[src/rtl/pwr_req_pkg.sv]
// Package: shared register offsets, request kinds and config constants
// for the two-cluster power request block.
// Assumes a 12-bit byte address space and 32-bit data words.
package pwr_req_pkg;

    localparam int ADDR_W = 12;
    localparam int DATA_W = 32;
    localparam int WAKE_W = 12;

    typedef enum logic [1:0] {
        KIND_BIG = 2'd0,
        KIND_LIT = 2'd1,
        KIND_CFG = 2'd2
    } req_kind_e;

    localparam int NUM_KINDS = 3;

    localparam logic [ADDR_W-1:0] A_LVL_BIG  = 12'h000;
    localparam logic [ADDR_W-1:0] A_PEND_BIG = 12'h004;
    localparam logic [ADDR_W-1:0] A_LVL_LIT  = 12'h008;
    localparam logic [ADDR_W-1:0] A_PEND_LIT = 12'h00C;
    localparam logic [ADDR_W-1:0] A_CFG_CMD  = 12'h010;
    localparam logic [ADDR_W-1:0] A_STATUS   = 12'h018;
    localparam logic [ADDR_W-1:0] A_WMASK    = 12'h024;
    localparam logic [ADDR_W-1:0] A_WRAW     = 12'h028;
    localparam logic [ADDR_W-1:0] A_WSTAT    = 12'h02C;
    localparam logic [ADDR_W-1:0] A_PD_BIG   = 12'h030;
    localparam logic [ADDR_W-1:0] A_PD_LIT   = 12'h034;
    localparam logic [ADDR_W-1:0] A_STANDBY  = 12'h03C;
    localparam logic [ADDR_W-1:0] A_MBX_BIG  = 12'h068;
    localparam logic [ADDR_W-1:0] A_CFG_DATA = 12'h074;
    localparam logic [ADDR_W-1:0] A_MBX_LIT  = 12'h078;

    localparam int               CFG_GO_BIT   = 31;
    localparam logic [3:0]       CFG_FUNC_OPP = 4'd6;
    localparam logic [19:0]      OPP_BIG_WORD = 20'h304;
    localparam logic [19:0]      OPP_LIT_WORD = 20'h30C;

endpackage

[src/rtl/pwr_opp_table.sv]
// Module: computed operating-point table.
// Returns the packed {millivolts, frequency} word for entry idx of the
// selected cluster. Entries follow a linear rule, so no storage is used.
// Assumes the results fit their 12-bit and 20-bit fields.
module pwr_opp_table #(
    parameter int          LVL_W     = 3,
    parameter logic [11:0] MV_BIG0   = 12'd900,
    parameter logic [11:0] MV_LIT0   = 12'd850,
    parameter logic [11:0] MV_STEP   = 12'd25,
    parameter logic [19:0] FR_BIG0   = 20'd25000,
    parameter logic [19:0] FR_BIG_ST = 20'd5000,
    parameter logic [19:0] FR_LIT0   = 20'd17500,
    parameter logic [19:0] FR_LIT_ST = 20'd2500
) (
    input  logic             lit_sel,
    input  logic [LVL_W-1:0] idx,
    output logic [31:0]      opp_word
);

    logic [11:0] mv;
    logic [19:0] fr;

    // Linear voltage and frequency for the selected entry.
    always_comb begin
        mv = (lit_sel ? MV_LIT0 : MV_BIG0) + 12'(idx) * MV_STEP;
        fr = lit_sel ? (FR_LIT0 + 20'(idx) * FR_LIT_ST)
                     : (FR_BIG0 + 20'(idx) * FR_BIG_ST);
        opp_word = {mv, fr};
    end

endmodule

[src/rtl/pwr_req_seq.sv]
// Module: request sequencer.
// Accepts one request at a time, validates it on acceptance, holds it for
// REQ_CYCLES edges and then pulses completion or error for its kind.
// A start while busy produces an immediate error pulse for the new kind
// and leaves the held request alone. At most one start bit is high.
module pwr_req_seq
    import pwr_req_pkg::*;
#(
    parameter int REQ_CYCLES = 8,
    parameter int NUM_OPPS   = 5,
    parameter int LVL_W      = 3
) (
    input  logic                 clk,
    input  logic                 rst_n,
    input  logic [NUM_KINDS-1:0] start_i,
    input  logic [31:0]          wdata_i,
    output logic                 busy_o,
    output req_kind_e            kind_o,
    output logic [NUM_KINDS-1:0] set_cmp_o,
    output logic [NUM_KINDS-1:0] set_err_o,
    output logic [1:0]           lvl_upd_o,
    output logic [LVL_W-1:0]     lvl_val_o,
    output logic                 cfg_upd_o,
    output logic [31:0]          cfg_word_o
);

    localparam int CNT_W = $clog2(REQ_CYCLES + 1);
    localparam logic [CNT_W-1:0] CNT_LOAD = CNT_W'(REQ_CYCLES - 1);

    logic             busy_q;
    req_kind_e        kind_q;
    logic [CNT_W-1:0] cnt_q;
    logic             ok_q;
    logic             lit_q;
    logic [LVL_W-1:0] idx_q;

    logic             accept;
    logic             done;
    req_kind_e        new_kind;
    logic             new_ok;
    logic             new_lit;
    logic [LVL_W-1:0] new_idx;
    logic [19:0]      woff, big_rel, lit_rel;
    logic             in_big, in_lit, func_ok;

    assign accept = (|start_i) && !busy_q;
    assign done   = busy_q && (cnt_q == '0);

    assign woff    = wdata_i[19:0];
    assign big_rel = woff - OPP_BIG_WORD;
    assign lit_rel = woff - OPP_LIT_WORD;
    assign in_big  = (woff >= OPP_BIG_WORD) && (big_rel < 20'(NUM_OPPS));
    assign in_lit  = (woff >= OPP_LIT_WORD) && (lit_rel < 20'(NUM_OPPS));
    assign func_ok = (wdata_i[23:20] == CFG_FUNC_OPP);

    // Decode and validate the request presented on this cycle.
    always_comb begin
        new_kind = KIND_BIG;
        new_lit  = 1'b0;
        new_ok   = 1'b0;
        new_idx  = wdata_i[LVL_W-1:0];
        if (start_i[KIND_CFG]) begin
            new_kind = KIND_CFG;
            new_lit  = !in_big;
            new_ok   = func_ok && (in_big || in_lit);
            new_idx  = in_big ? big_rel[LVL_W-1:0] : lit_rel[LVL_W-1:0];
        end else if (start_i[KIND_LIT]) begin
            new_kind = KIND_LIT;
            new_lit  = 1'b1;
            new_ok   = wdata_i < 32'(NUM_OPPS);
        end else begin
            new_ok   = wdata_i < 32'(NUM_OPPS);
        end
    end

    // Hold the accepted request and count down its latency.
    always_ff @(posedge clk) begin
        if (!rst_n) begin
            busy_q <= 1'b0;
            kind_q <= KIND_BIG;
            cnt_q  <= '0;
            ok_q   <= 1'b0;
            lit_q  <= 1'b0;
            idx_q  <= '0;
        end else if (accept) begin
            busy_q <= 1'b1;
            kind_q <= new_kind;
            cnt_q  <= CNT_LOAD;
            ok_q   <= new_ok;
            lit_q  <= new_lit;
            idx_q  <= new_idx;
        end else if (done) begin
            busy_q <= 1'b0;
        end else if (busy_q) begin
            cnt_q  <= cnt_q - 1'b1;
        end
    end

    // Per-kind completion and error events.
    for (genvar k = 0; k < NUM_KINDS; k++) begin : g_evt
        logic mine;
        assign mine         = done && (kind_q == req_kind_e'(2'(k)));
        assign set_cmp_o[k] = mine && ok_q;
        assign set_err_o[k] = (mine && !ok_q) || (start_i[k] && busy_q);
    end

    pwr_opp_table #(.LVL_W(LVL_W)) u_table (
        .lit_sel  (lit_q),
        .idx      (idx_q),
        .opp_word (cfg_word_o)
    );

    assign lvl_upd_o[0] = set_cmp_o[KIND_BIG];
    assign lvl_upd_o[1] = set_cmp_o[KIND_LIT];
    assign cfg_upd_o    = set_cmp_o[KIND_CFG];
    assign lvl_val_o    = idx_q;
    assign busy_o       = busy_q;
    assign kind_o       = kind_q;

    // the countdown never exceeds the programmed latency.
    a_r2_cnt_bound: assert property (@(posedge clk) disable iff (!rst_n)
        busy_q |-> (cnt_q <= CNT_LOAD));

    // only one request can complete on any edge.
    a_r2_one_completion: assert property (@(posedge clk) disable iff (!rst_n)
        $onehot0(set_cmp_o));

    // a start while busy does not disturb the running request.
    a_r7_reject_keeps_running: assert property (@(posedge clk) disable iff (!rst_n)
        (busy_q && (|start_i) && (cnt_q != '0))
        |=> (busy_q && $stable(kind_q) && $stable(idx_q) && $stable(ok_q)));

endmodule

[src/rtl/pwr_req_status.sv]
// Module: request status flags and interrupt.
// Keeps a completion and an error flag per request kind, laid out as one
// nibble per kind (bit 4k complete, bit 4k+1 error). A read strobe clears
// all flags; a flag set on the same edge survives the clear.
module pwr_req_status
    import pwr_req_pkg::*;
(
    input  logic                 clk,
    input  logic                 rst_n,
    input  logic [NUM_KINDS-1:0] set_cmp_i,
    input  logic [NUM_KINDS-1:0] set_err_i,
    input  logic                 rd_clr_i,
    output logic [31:0]          status_o,
    output logic                 irq_o
);

    logic [NUM_KINDS-1:0] cmp_q, err_q;

    // Sticky flags, cleared as a group by a status read.
    always_ff @(posedge clk) begin
        if (!rst_n) begin
            cmp_q <= '0;
            err_q <= '0;
        end else begin
            cmp_q <= (rd_clr_i ? '0 : cmp_q) | set_cmp_i;
            err_q <= (rd_clr_i ? '0 : err_q) | set_err_i;
        end
    end

    // Place each kind's flags in its own nibble.
    always_comb begin
        status_o = '0;
        for (int k = 0; k < NUM_KINDS; k++) begin
            status_o[4*k]     = cmp_q[k];
            status_o[4*k + 1] = err_q[k];
        end
    end

    assign irq_o = |{cmp_q, err_q};

    // a read with nothing new arriving leaves no flag behind.
    a_r8_clear_on_read: assert property (@(posedge clk) disable iff (!rst_n)
        (rd_clr_i && !(|set_cmp_i) && !(|set_err_i)) |=> (status_o == 32'd0));

    // without a read, flags are never lost.
    a_r8_sticky: assert property (@(posedge clk) disable iff (!rst_n)
        !rd_clr_i |=> ((status_o & $past(status_o)) == $past(status_o)));

endmodule

[src/rtl/pwr_req_regs.sv]
// Module: top of the two-cluster power request block.
// Decodes the simple bus port, holds levels, wake mask, power-down enables
// and resume mailboxes, and registers read data on the sampling edge.
// Assumes BIG_CPUS <= 2 and LIT_CPUS <= 3 so mailboxes do not overlap the
// config data register, and NUM_OPPS <= 2**LVL_W.
module pwr_req_regs
    import pwr_req_pkg::*;
#(
    parameter int REQ_CYCLES = 8,
    parameter int NUM_OPPS   = 5,
    parameter int BIG_CPUS   = 2,
    parameter int LIT_CPUS   = 3
) (
    input  logic                 clk,
    input  logic                 rst_n,
    input  logic                 bus_en,
    input  logic                 bus_we,
    input  logic [ADDR_W-1:0]    bus_addr,
    input  logic [DATA_W-1:0]    bus_wdata,
    output logic [DATA_W-1:0]    bus_rdata,
    output logic                 req_irq,
    input  logic [WAKE_W-1:0]    wake_raw,
    output logic                 wake_irq,
    input  logic [BIG_CPUS-1:0]  wfi_big,
    input  logic [LIT_CPUS-1:0]  wfi_lit,
    output logic [1:0]           pwrdn_en
);

    localparam int LVL_W = 3;
    localparam logic [WAKE_W-1:0] WAKE_WR =
        12'hC00 | (((12'd1 << LIT_CPUS) - 12'd1) << 4) | ((12'd1 << BIG_CPUS) - 12'd1);

    logic                 wr, rd;
    logic [NUM_KINDS-1:0] start;
    logic                 busy;
    req_kind_e            kind;
    logic [NUM_KINDS-1:0] set_cmp, set_err;
    logic [1:0]           lvl_upd;
    logic [LVL_W-1:0]     lvl_val;
    logic                 cfg_upd;
    logic [31:0]          cfg_word;
    logic [31:0]          status;

    logic [LVL_W-1:0]     lvl_big_q, lvl_lit_q;
    logic [WAKE_W-1:0]    wmask_q;
    logic [1:0]           pd_q;
    logic [31:0]          cfg_data_q;
    logic [31:0]          mbx_big_q [BIG_CPUS];
    logic [31:0]          mbx_lit_q [LIT_CPUS];
    logic [31:0]          rd_mux;
    logic [31:0]          rdata_q;

    assign wr = bus_en && bus_we;
    assign rd = bus_en && !bus_we;

    assign start[KIND_BIG] = wr && (bus_addr == A_LVL_BIG);
    assign start[KIND_LIT] = wr && (bus_addr == A_LVL_LIT);
    assign start[KIND_CFG] = wr && (bus_addr == A_CFG_CMD) && bus_wdata[CFG_GO_BIT];

    pwr_req_seq #(
        .REQ_CYCLES (REQ_CYCLES),
        .NUM_OPPS   (NUM_OPPS),
        .LVL_W      (LVL_W)
    ) u_seq (
        .clk        (clk),
        .rst_n      (rst_n),
        .start_i    (start),
        .wdata_i    (bus_wdata),
        .busy_o     (busy),
        .kind_o     (kind),
        .set_cmp_o  (set_cmp),
        .set_err_o  (set_err),
        .lvl_upd_o  (lvl_upd),
        .lvl_val_o  (lvl_val),
        .cfg_upd_o  (cfg_upd),
        .cfg_word_o (cfg_word)
    );

    pwr_req_status u_status (
        .clk       (clk),
        .rst_n     (rst_n),
        .set_cmp_i (set_cmp),
        .set_err_i (set_err),
        .rd_clr_i  (rd && (bus_addr == A_STATUS)),
        .status_o  (status),
        .irq_o     (req_irq)
    );

    // Current levels change only when their request completes.
    always_ff @(posedge clk) begin
        if (!rst_n) begin
            lvl_big_q <= '0;
            lvl_lit_q <= '0;
        end else begin
            if (lvl_upd[0]) lvl_big_q <= lvl_val;
            if (lvl_upd[1]) lvl_lit_q <= lvl_val;
        end
    end

    // Config result register, loaded by a successful config read.
    always_ff @(posedge clk) begin
        if (!rst_n)       cfg_data_q <= '0;
        else if (cfg_upd) cfg_data_q <= cfg_word;
    end

    // Wake mask and power-down enables, plain software registers.
    always_ff @(posedge clk) begin
        if (!rst_n) begin
            wmask_q <= '0;
            pd_q    <= '0;
        end else if (wr) begin
            if (bus_addr == A_WMASK)  wmask_q <= bus_wdata[WAKE_W-1:0] & WAKE_WR;
            if (bus_addr == A_PD_BIG) pd_q[0] <= bus_wdata[0];
            if (bus_addr == A_PD_LIT) pd_q[1] <= bus_wdata[0];
        end
    end

    for (genvar n = 0; n < BIG_CPUS; n++) begin : g_mbx_big
        // Resume-address mailbox for one big-cluster CPU.
        always_ff @(posedge clk) begin
            if (!rst_n) mbx_big_q[n] <= '0;
            else if (wr && (bus_addr == A_MBX_BIG + ADDR_W'(4*n))) mbx_big_q[n] <= bus_wdata;
        end
    end

    for (genvar n = 0; n < LIT_CPUS; n++) begin : g_mbx_lit
        // Resume-address mailbox for one little-cluster CPU.
        always_ff @(posedge clk) begin
            if (!rst_n) mbx_lit_q[n] <= '0;
            else if (wr && (bus_addr == A_MBX_LIT + ADDR_W'(4*n))) mbx_lit_q[n] <= bus_wdata;
        end
    end

    // Read multiplexer over every readable register.
    always_comb begin
        rd_mux = '0;
        case (bus_addr)
            A_LVL_BIG:  rd_mux = 32'(lvl_big_q);
            A_LVL_LIT:  rd_mux = 32'(lvl_lit_q);
            A_PEND_BIG: rd_mux = {31'd0, busy && (kind == KIND_BIG)};
            A_PEND_LIT: rd_mux = {31'd0, busy && (kind == KIND_LIT)};
            A_STATUS:   rd_mux = status;
            A_WMASK:    rd_mux = 32'(wmask_q);
            A_WRAW:     rd_mux = 32'(wake_raw);
            A_WSTAT:    rd_mux = 32'(wake_raw & wmask_q);
            A_PD_BIG:   rd_mux = {31'd0, pd_q[0]};
            A_PD_LIT:   rd_mux = {31'd0, pd_q[1]};
            A_CFG_DATA: rd_mux = cfg_data_q;
            A_STANDBY: begin
                for (int n = 0; n < BIG_CPUS; n++) rd_mux[n]     = wfi_big[n];
                for (int n = 0; n < LIT_CPUS; n++) rd_mux[3 + n] = wfi_lit[n];
            end
            default: begin
                for (int n = 0; n < BIG_CPUS; n++)
                    if (bus_addr == A_MBX_BIG + ADDR_W'(4*n)) rd_mux = mbx_big_q[n];
                for (int n = 0; n < LIT_CPUS; n++)
                    if (bus_addr == A_MBX_LIT + ADDR_W'(4*n)) rd_mux = mbx_lit_q[n];
            end
        endcase
    end

    // Registered read data, updated on the edge that samples a read.
    always_ff @(posedge clk) begin
        if (!rst_n)  rdata_q <= '0;
        else if (rd) rdata_q <= rd_mux;
    end

    assign bus_rdata = rdata_q;
    assign wake_irq  = |(wake_raw & wmask_q);
    assign pwrdn_en  = pd_q;

    // a stored level is always a valid table index.
    a_r4_level_in_range: assert property (@(posedge clk) disable iff (!rst_n)
        (32'(lvl_big_q) < 32'(NUM_OPPS)) && (32'(lvl_lit_q) < 32'(NUM_OPPS)));

    // levels move only on a completion event.
    a_r2_level_moves_on_done: assert property (@(posedge clk) disable iff (!rst_n)
        !(|lvl_upd) |=> ($stable(lvl_big_q) && $stable(lvl_lit_q)));

endmodule

[config.mk]
export PLATFORM = sky130hd
export DESIGN_NAME = pwr_req_regs
export DESIGN_NICKNAME = d
export VERILOG_FILES = /design/src/rtl/pwr_req_pkg.sv /design/src/rtl/pwr_opp_table.sv /design/src/rtl/pwr_req_seq.sv /design/src/rtl/pwr_req_status.sv /design/src/rtl/pwr_req_regs.sv
export SDC_FILE = /design/constraint.sdc
export NUM_CORES = 1
export LEC_CHECK = 0
export ABC_AREA = 0
export BUFFER_PORTS_ARGS = -buffer_cell sky130_fd_sc_hd__buf_2
export CAP_MARGIN = 15
export CORE_ASPECT_RATIO = 1.2
export CORE_MARGIN = 1
export CORE_UTILIZATION = 63
export DETAILED_ROUTE_END_ITERATION = 7
export HOLD_SLACK_MARGIN = 0.02
export PLACE_DENSITY = 0.83
export SLEW_MARGIN = 25
export SYNTH_ARGS = -nofsm -noshare
export SYNTH_HDL_FRONTEND = slang
export SYNTH_SLANG_ARGS = --single-unit
[constraint.sdc]
create_clock -name clk -period 10.5 [get_ports clk]
set_input_delay 2.1 -clock clk [delete_from_list [all_inputs] [get_ports clk]]
set_output_delay 2.1 -clock clk [all_outputs]
set_load 0.01 [all_outputs]
Word-level counts from Yosys, hierarchy flattened

Memories as Yosys holds them, arrays and structs flattened.
Index checks and enable logic that the tools add are counted.

Mux-type cells: 46
Multiply operators: 3
Equal/unequal tests: 21
Reductions and logical operators: 56
Add/sub/neg operators: 6
Magnitude comparators: 5
Bitwise operators: 11

Operators by type and width:

| kind                     | number |
|---|---|
| $mux W32                 | 10 |
| $pmux W26 S6             | 1 |
| $eq A12 B6 Y1 const B    | 6 |
| $eq A12 B7 Y1 const B    | 5 |
| $ge A20 B10 Y1 const B   | 2 |
| $lt A20 B3 Y1 const B    | 2 |
| $sub A20 B10 Y20 const B | 2 |
| $lt A32 B3 Y1 const B    | 1 |
| $logic_and A1 B1 Y1      | 31 |
| $mul A3 B10 Y13 const B  | 2 |
| $and A12 B12 Y12         | 2 |
| $eq A12 B4 Y1 const B    | 2 |
| $eq A12 B5 Y1 const B    | 2 |
| $pmux W2 S12             | 1 |
| $mux W1                  | 22 |
| $mux W3                  | 7 |
| $pmux W3 S7              | 1 |
| $add A15 B16 Y17 const A | 1 |
| $mux W17                 | 1 |
| $add A15 B15 Y16 const A | 1 |
| $reduce_or A7 Y1         | 2 |
| $add A12 B8 Y12          | 1 |
| $eq A12 B3 Y1 const B    | 1 |
| $eq A12 B8 Y1 const B    | 1 |
| 23 further kinds         | 41 |

Output and inout port bits: 36
Register bits after elaboration: 97
Input bits: 65
Logic and storage cells: 166
Memories: 2
Memory bits (writable): 160

Memories:

| name      | words | width | read ports | clocked after memory_dff | write ports | line               | source |
|---|---|---|---|---|---|---|---|
| mbx_lit_q | 3     | 32    | 3          | 0                        | 3           | pwr_req_regs.sv:49 | `logic [31:0] mbx_lit_q [LIT_CPUS];` |
| mbx_big_q | 2     | 32    | 2          | 0                        | 2           | pwr_req_regs.sv:48 | `logic [31:0] mbx_big_q [BIG_CPUS];` |

Longest topological paths before layout

Depth in word-level cells: 7
Gate-level depth with buffers: 11
Depth with buffers taken out: 10

Modules after synthesis

Synthesis repeated with hierarchy kept, for this count alone.

Cells, all modules: 1399
Area total of the unflattened synthesis: 13927.1 µm²

Modules (own cells, without submodules):

| module         | instances | area each (µm²) | sequential area each (µm²) | cells an instance |
|---|---|---|---|---|
| pwr_req_regs   | 1         | 11207.0         | 6386.1                     | 1034 |
| pwr_req_seq    | 1         | 1323.8          | 240.2                      | 190 |
| pwr_opp_table  | 1         | 980.9           | 0.0                        | 127 |
| pwr_req_status | 1         | 415.4           | 120.1                      | 48 |

Worst setup path before layout

Ideal clock, no wire load.

Path kind: input -> register
Start: in bus_addr[11]
End: mem mbx_lit_q[0][0] (enable)
Buffers on the path: 2
Stages on the path: 7
Setup slack: 4.259 ns
Setup time: 0.466 ns
Arrival time: 5.776 ns
Data required time: 10.034 ns
Path through: or4_4 -> buf_6 -> or2_1 -> buf_2 -> nor2_1 -> nand3_2 -> o21ai_0

RTL lines:

| element            | line               | source |
|---|---|---|
| start: declaration | pwr_req_regs.sv:18 | `input logic [ADDR_W-1:0] bus_addr,` |
| end: declaration   | pwr_req_regs.sv:49 |  |

Worst setup path after layout

Start: in wake_raw[11]
End: out wake_irq

Word-level cells in the longest chain between the ends: 2

RTL lines:

| element            | line                | source |
|---|---|---|
| start: declaration | pwr_req_regs.sv:22  | `input logic [WAKE_W-1:0] wake_raw,` |
| $and A12 B12 Y12   | pwr_req_regs.sv:169 | `assign wake_irq = \|(wake_raw & wmask_q);` |
| $reduce_or A12 Y1  | pwr_req_regs.sv:169 |  |
| end: declaration   | pwr_req_regs.sv:23  | `output logic wake_irq,` |

Every way passes these cells.

==> summary.txt <==
Setup path
  • CP most frequent cell: buf_2
  • Delay-heaviest family, CP: compound AO/OA/AOI/OAI gates
  • CP Capture Type: primary output
  • R2R Setup Slk: between 6 and 7 ns
  • Crit. path cell count: 4
  • CP Cell Sequence: buf_2 -> a222oi_1 -> nand3_1 -> buf_2
  • Peak per-stage delay on the critical path: ~0.33 ns
  • Worst Setup Start Kind: input port
  • Worst R2R Path Depth: 9
  • Critical Setup Path Class: input port to primary output
  • Req. time, crit path: between 8 and 9 ns
  • Crit Path Max Fanout: 3
  • Crit path max-delay cell type: a222oi_1
  • Worst EP arrival: ~2.8 ns
  • WP buf/inv: 2

Synthesis
  • Sequential share of the synthesized area: between 50% and 60%
  • #FFs+latches synth: 251
  • Post-synth EDFFs: 160
  • Top FF cell, synth: edfxtp_1
  • Async SR Flop Fraction: 0%
  • Syn Nets: 1,273
  • Post-synthesis instance total: 1,179
  • Synth unique cells: 78
  • Yosys warnings: 0
  • Mean Syn Cell Area: around 10 sq um
  • Mapped cell area: around 12,000 sq um

Placed design
  • HPWL Detailed: around 24,000 um
  • Routability congestion estimate: a little over 1
  • PortBufs: 100
  • Dpl cell area: around 13,000 sq um

Global routing
  • Initial antenna violation count: 0
  • GRT Total Usage: between 30% and 40%
  • Vias in the first global route: a little under 10,000
  • Largest net degree at the start of global routing: 56
  • Grt total ovfl: 0
  • First-pass GRT wire length: 54,500 um

Clocking
  • Total clock sinks: 251
  • CTS max path bufs: 3
  • Worst skew pair latency: approximately 0.53 ns
  • H-tree Lvls: 1
  • Post-CTS setup buffer count: 0
  • Root buf cell: clkbuf_16
  • Post_cts resized: 0
  • Hold_buf cts: 0
  • CTS buffer count: 25
  • Reg clk slew, reported paths: 0.06 ns
  • CTS tree: yes

Timing
  • Worst slew pin tran: 1.05 ns
  • Final setup violation count: 0
  • Final period util: 46.6%
  • Fmax: between 200 and 250 MHz
  • Slew headroom: between 30% and 40%
  • Tmin final: 4.90 ns
  • Final Max Tran Viols: 0
  • Fin Hold WS: roughly 0.47 ns
  • Unrepaired setup endpoints after global routing: false
  • Final Hold Vio Count: 0
  • Setup TNS: 0 ns
  • Clock skew: 0.00994 ns

Detailed routing
  • Post-DR vias/cell: roughly 6.7
  • DRT Wirelength: between 30,000 and 40,000 um
  • Drt pass-1 iters: 8
  • Avg WL per Cell: ~23 um
  • Antenna-violating nets left: 0
  • Violation count after the first detailed-route iteration: 1,286
  • Via count: roughly 10,000
  • # DRC: 9

Die
  • # rows: 55
  • Die area: around 20,000 sq um
  • Core Box Area: around 19,000 sq um
  • DIE WIDTH: ~130 um
  • Ports: about 100
  • Die extent in y: 155 um
  • Starting Density: 64.9%

Outcome
  • Run status: finished with violations
  • Failing checks: DRC

Power
  • Power after layout: between 2 and 2.5 mW
  • Leakage Power: between 4 and 5 nW
  • Peak supply drop: 152 uV
  • PD cells: 158 nW/um^2

Finish
  • Cell area after layout: around 14,000 sq um
  • Area grow syn2layout: 13.8%
  • Fillers: ~1,300
  • Antenna diodes: 0
  • Share of layout cells above drive strength 1: between 10% and 20%
  • NumNets Final: ~1,300

Worst hold path
  • Hold Crit Class: register to register
  • Hold path depth: 2

Job
  • Max Cap Viol: 0
## tightest hold or removal path, delay by kind of cell (launching register included)
family / cells / cell delay, ns
compound gates: 1 / 0.06
flops: 1 / 0.31
simple gates: 1 / 0.05
## worst paths after layout
kind,startpoint,endpoint
worst max register to register,u_seq.lvl_val_o[1]$_SDFFE_PN0P_,cfg_data_q[13]$_SDFFE_PN0P_
worst min register to register,cfg_data_q[5]$_SDFFE_PN0P_,cfg_data_q[5]$_SDFFE_PN0P_
worst max-delay path,wake_raw[11],wake_irq
worst min-delay path,cfg_data_q[5]$_SDFFE_PN0P_,cfg_data_q[5]$_SDFFE_PN0P_
## area by class of cell
type	instances	area [sq um]	share of cell area [%]
clock buffers	29	651	4.62
clock inverters	17	272	1.93
inverters	24	90.1	0.640
multi-input cells	816	5390	38.3
flip-flops and latches	251	6630	47.1
well taps	256	320	2.28
repair buffers	122	726	5.16
## metrics by stage
stage | setup WS, ns | instances | util (%)
2_1_floorplan | 4.26 | 1179 | -
3_3_place_gp | 5.34 | 1466 | 68.5
3_5_place_dp | 5.30 | 1468 | 68.8
4_1_cts | 5.60 | 1514 | 73.7
5_1_grt | 5.51 | 1515 | 73.8
6_report | 5.60 | 1515 | 73.8
## state kept, by name (all words and copies together), names as in the netlist, 4 cells and up
name,count
mbx_lit_q,96
wmask_q,7
mbx_big_q,64
bus_rdata,32
u_seq.cnt_q,4
cfg_data_q,26
## cell usage in the layout, fill, tap and decap left out, types with 5 or more instances in the layout
cell / count
nand2_1: 80
nor4_1: 15
and2_1: 134
o21ai_0: 49
bufinv_16: 7
xor2_1: 7
a21boi_0: 5
nor2b_1: 6
a221oi_1: 28
a21oi_1: 58
o22ai_1: 5
nor2_1: 72
nand3_1: 29
and3_1: 5
nand4_1: 8
a31oi_1: 31
buf_2: 100
nor3_1: 48
or2_2: 7
nand3b_1: 5
nand2b_1: 5
edfxtp_1: 160
dfxtp_1: 91
a211oi_1: 7
buf_4: 19
clkbuf_16: 25
clkinv_1: 5
inv_1: 19
o21ai_4: 5
o211ai_1: 6
xnor2_1: 18
ha_1: 25
a222oi_1: 26
o2111ai_1: 5
a22oi_1: 19
a22o_1: 5
mux2i_1: 18
## Yosys cell counts (6+ instances only)
cell | number | area (sq um)
o211ai_1 | 6 | 45.0
nor4_1 | 17 | 106
inv_1 | 19 | 71.3
clkbuf_1 | 72 | 270
buf_2 | 8 | 40.0
dfxtp_1 | 91 | 1820
mux2i_1 | 18 | 180
a21oi_1 | 58 | 290
a222oi_1 | 26 | 260
ha_1 | 25 | 313
or2_2 | 7 | 43.8
edfxtp_1 | 160 | 4800
a221oi_1 | 28 | 245
nand3_1 | 29 | 145
xor2_1 | 7 | 61.3
and2_1 | 134 | 838
nor2_1 | 74 | 278
o21ai_0 | 54 | 270
xnor2_1 | 18 | 158
a22oi_1 | 19 | 143
nand2_1 | 80 | 300
buf_1 | 6 | 22.5
nand4_1 | 8 | 50.1
nor3_1 | 48 | 240
nor2b_1 | 7 | 43.8
a211oi_1 | 7 | 52.6
a31oi_1 | 31 | 194
## logic make-up after synthesis
| logic type | after synthesis | share of synthesized area, % |
|---|---|---|
| xor gates and xnor gates | 25 | 1.77 |
| and+or+nand+nor | 450 | 19.7 |
| muxes | 22 | 1.82 |
| DFF | 251 | 53.6 |
| buffers and inverters | 112 | 3.57 |
| adders and majority gates | 29 | 3.18 |
| AOI/OAI and AO/OA | 290 | 16.4 |
## metal layers
metal  GRT usage, %  vias to the layer above  share of wire, %
met5              0                        -                 0
met4           15.6                        0               4.2
met3           6.22                      116                10
met2           57.9                      661                48
met1           47.8                     4857                38
li1               -                     4532                 -
## power by group
part	switching (mW)	internal (mW)	leakage (nW)	total [mW]
combinational	0.0839	0.0366	2.28	0.120
sequential	0.0152	1.08	2.26	1.10
clock	0.388	0.619	0.450	1.01
total	0.487	1.74	4.99	2.23
No activity file was read; power rests on OpenSTA's default activity.
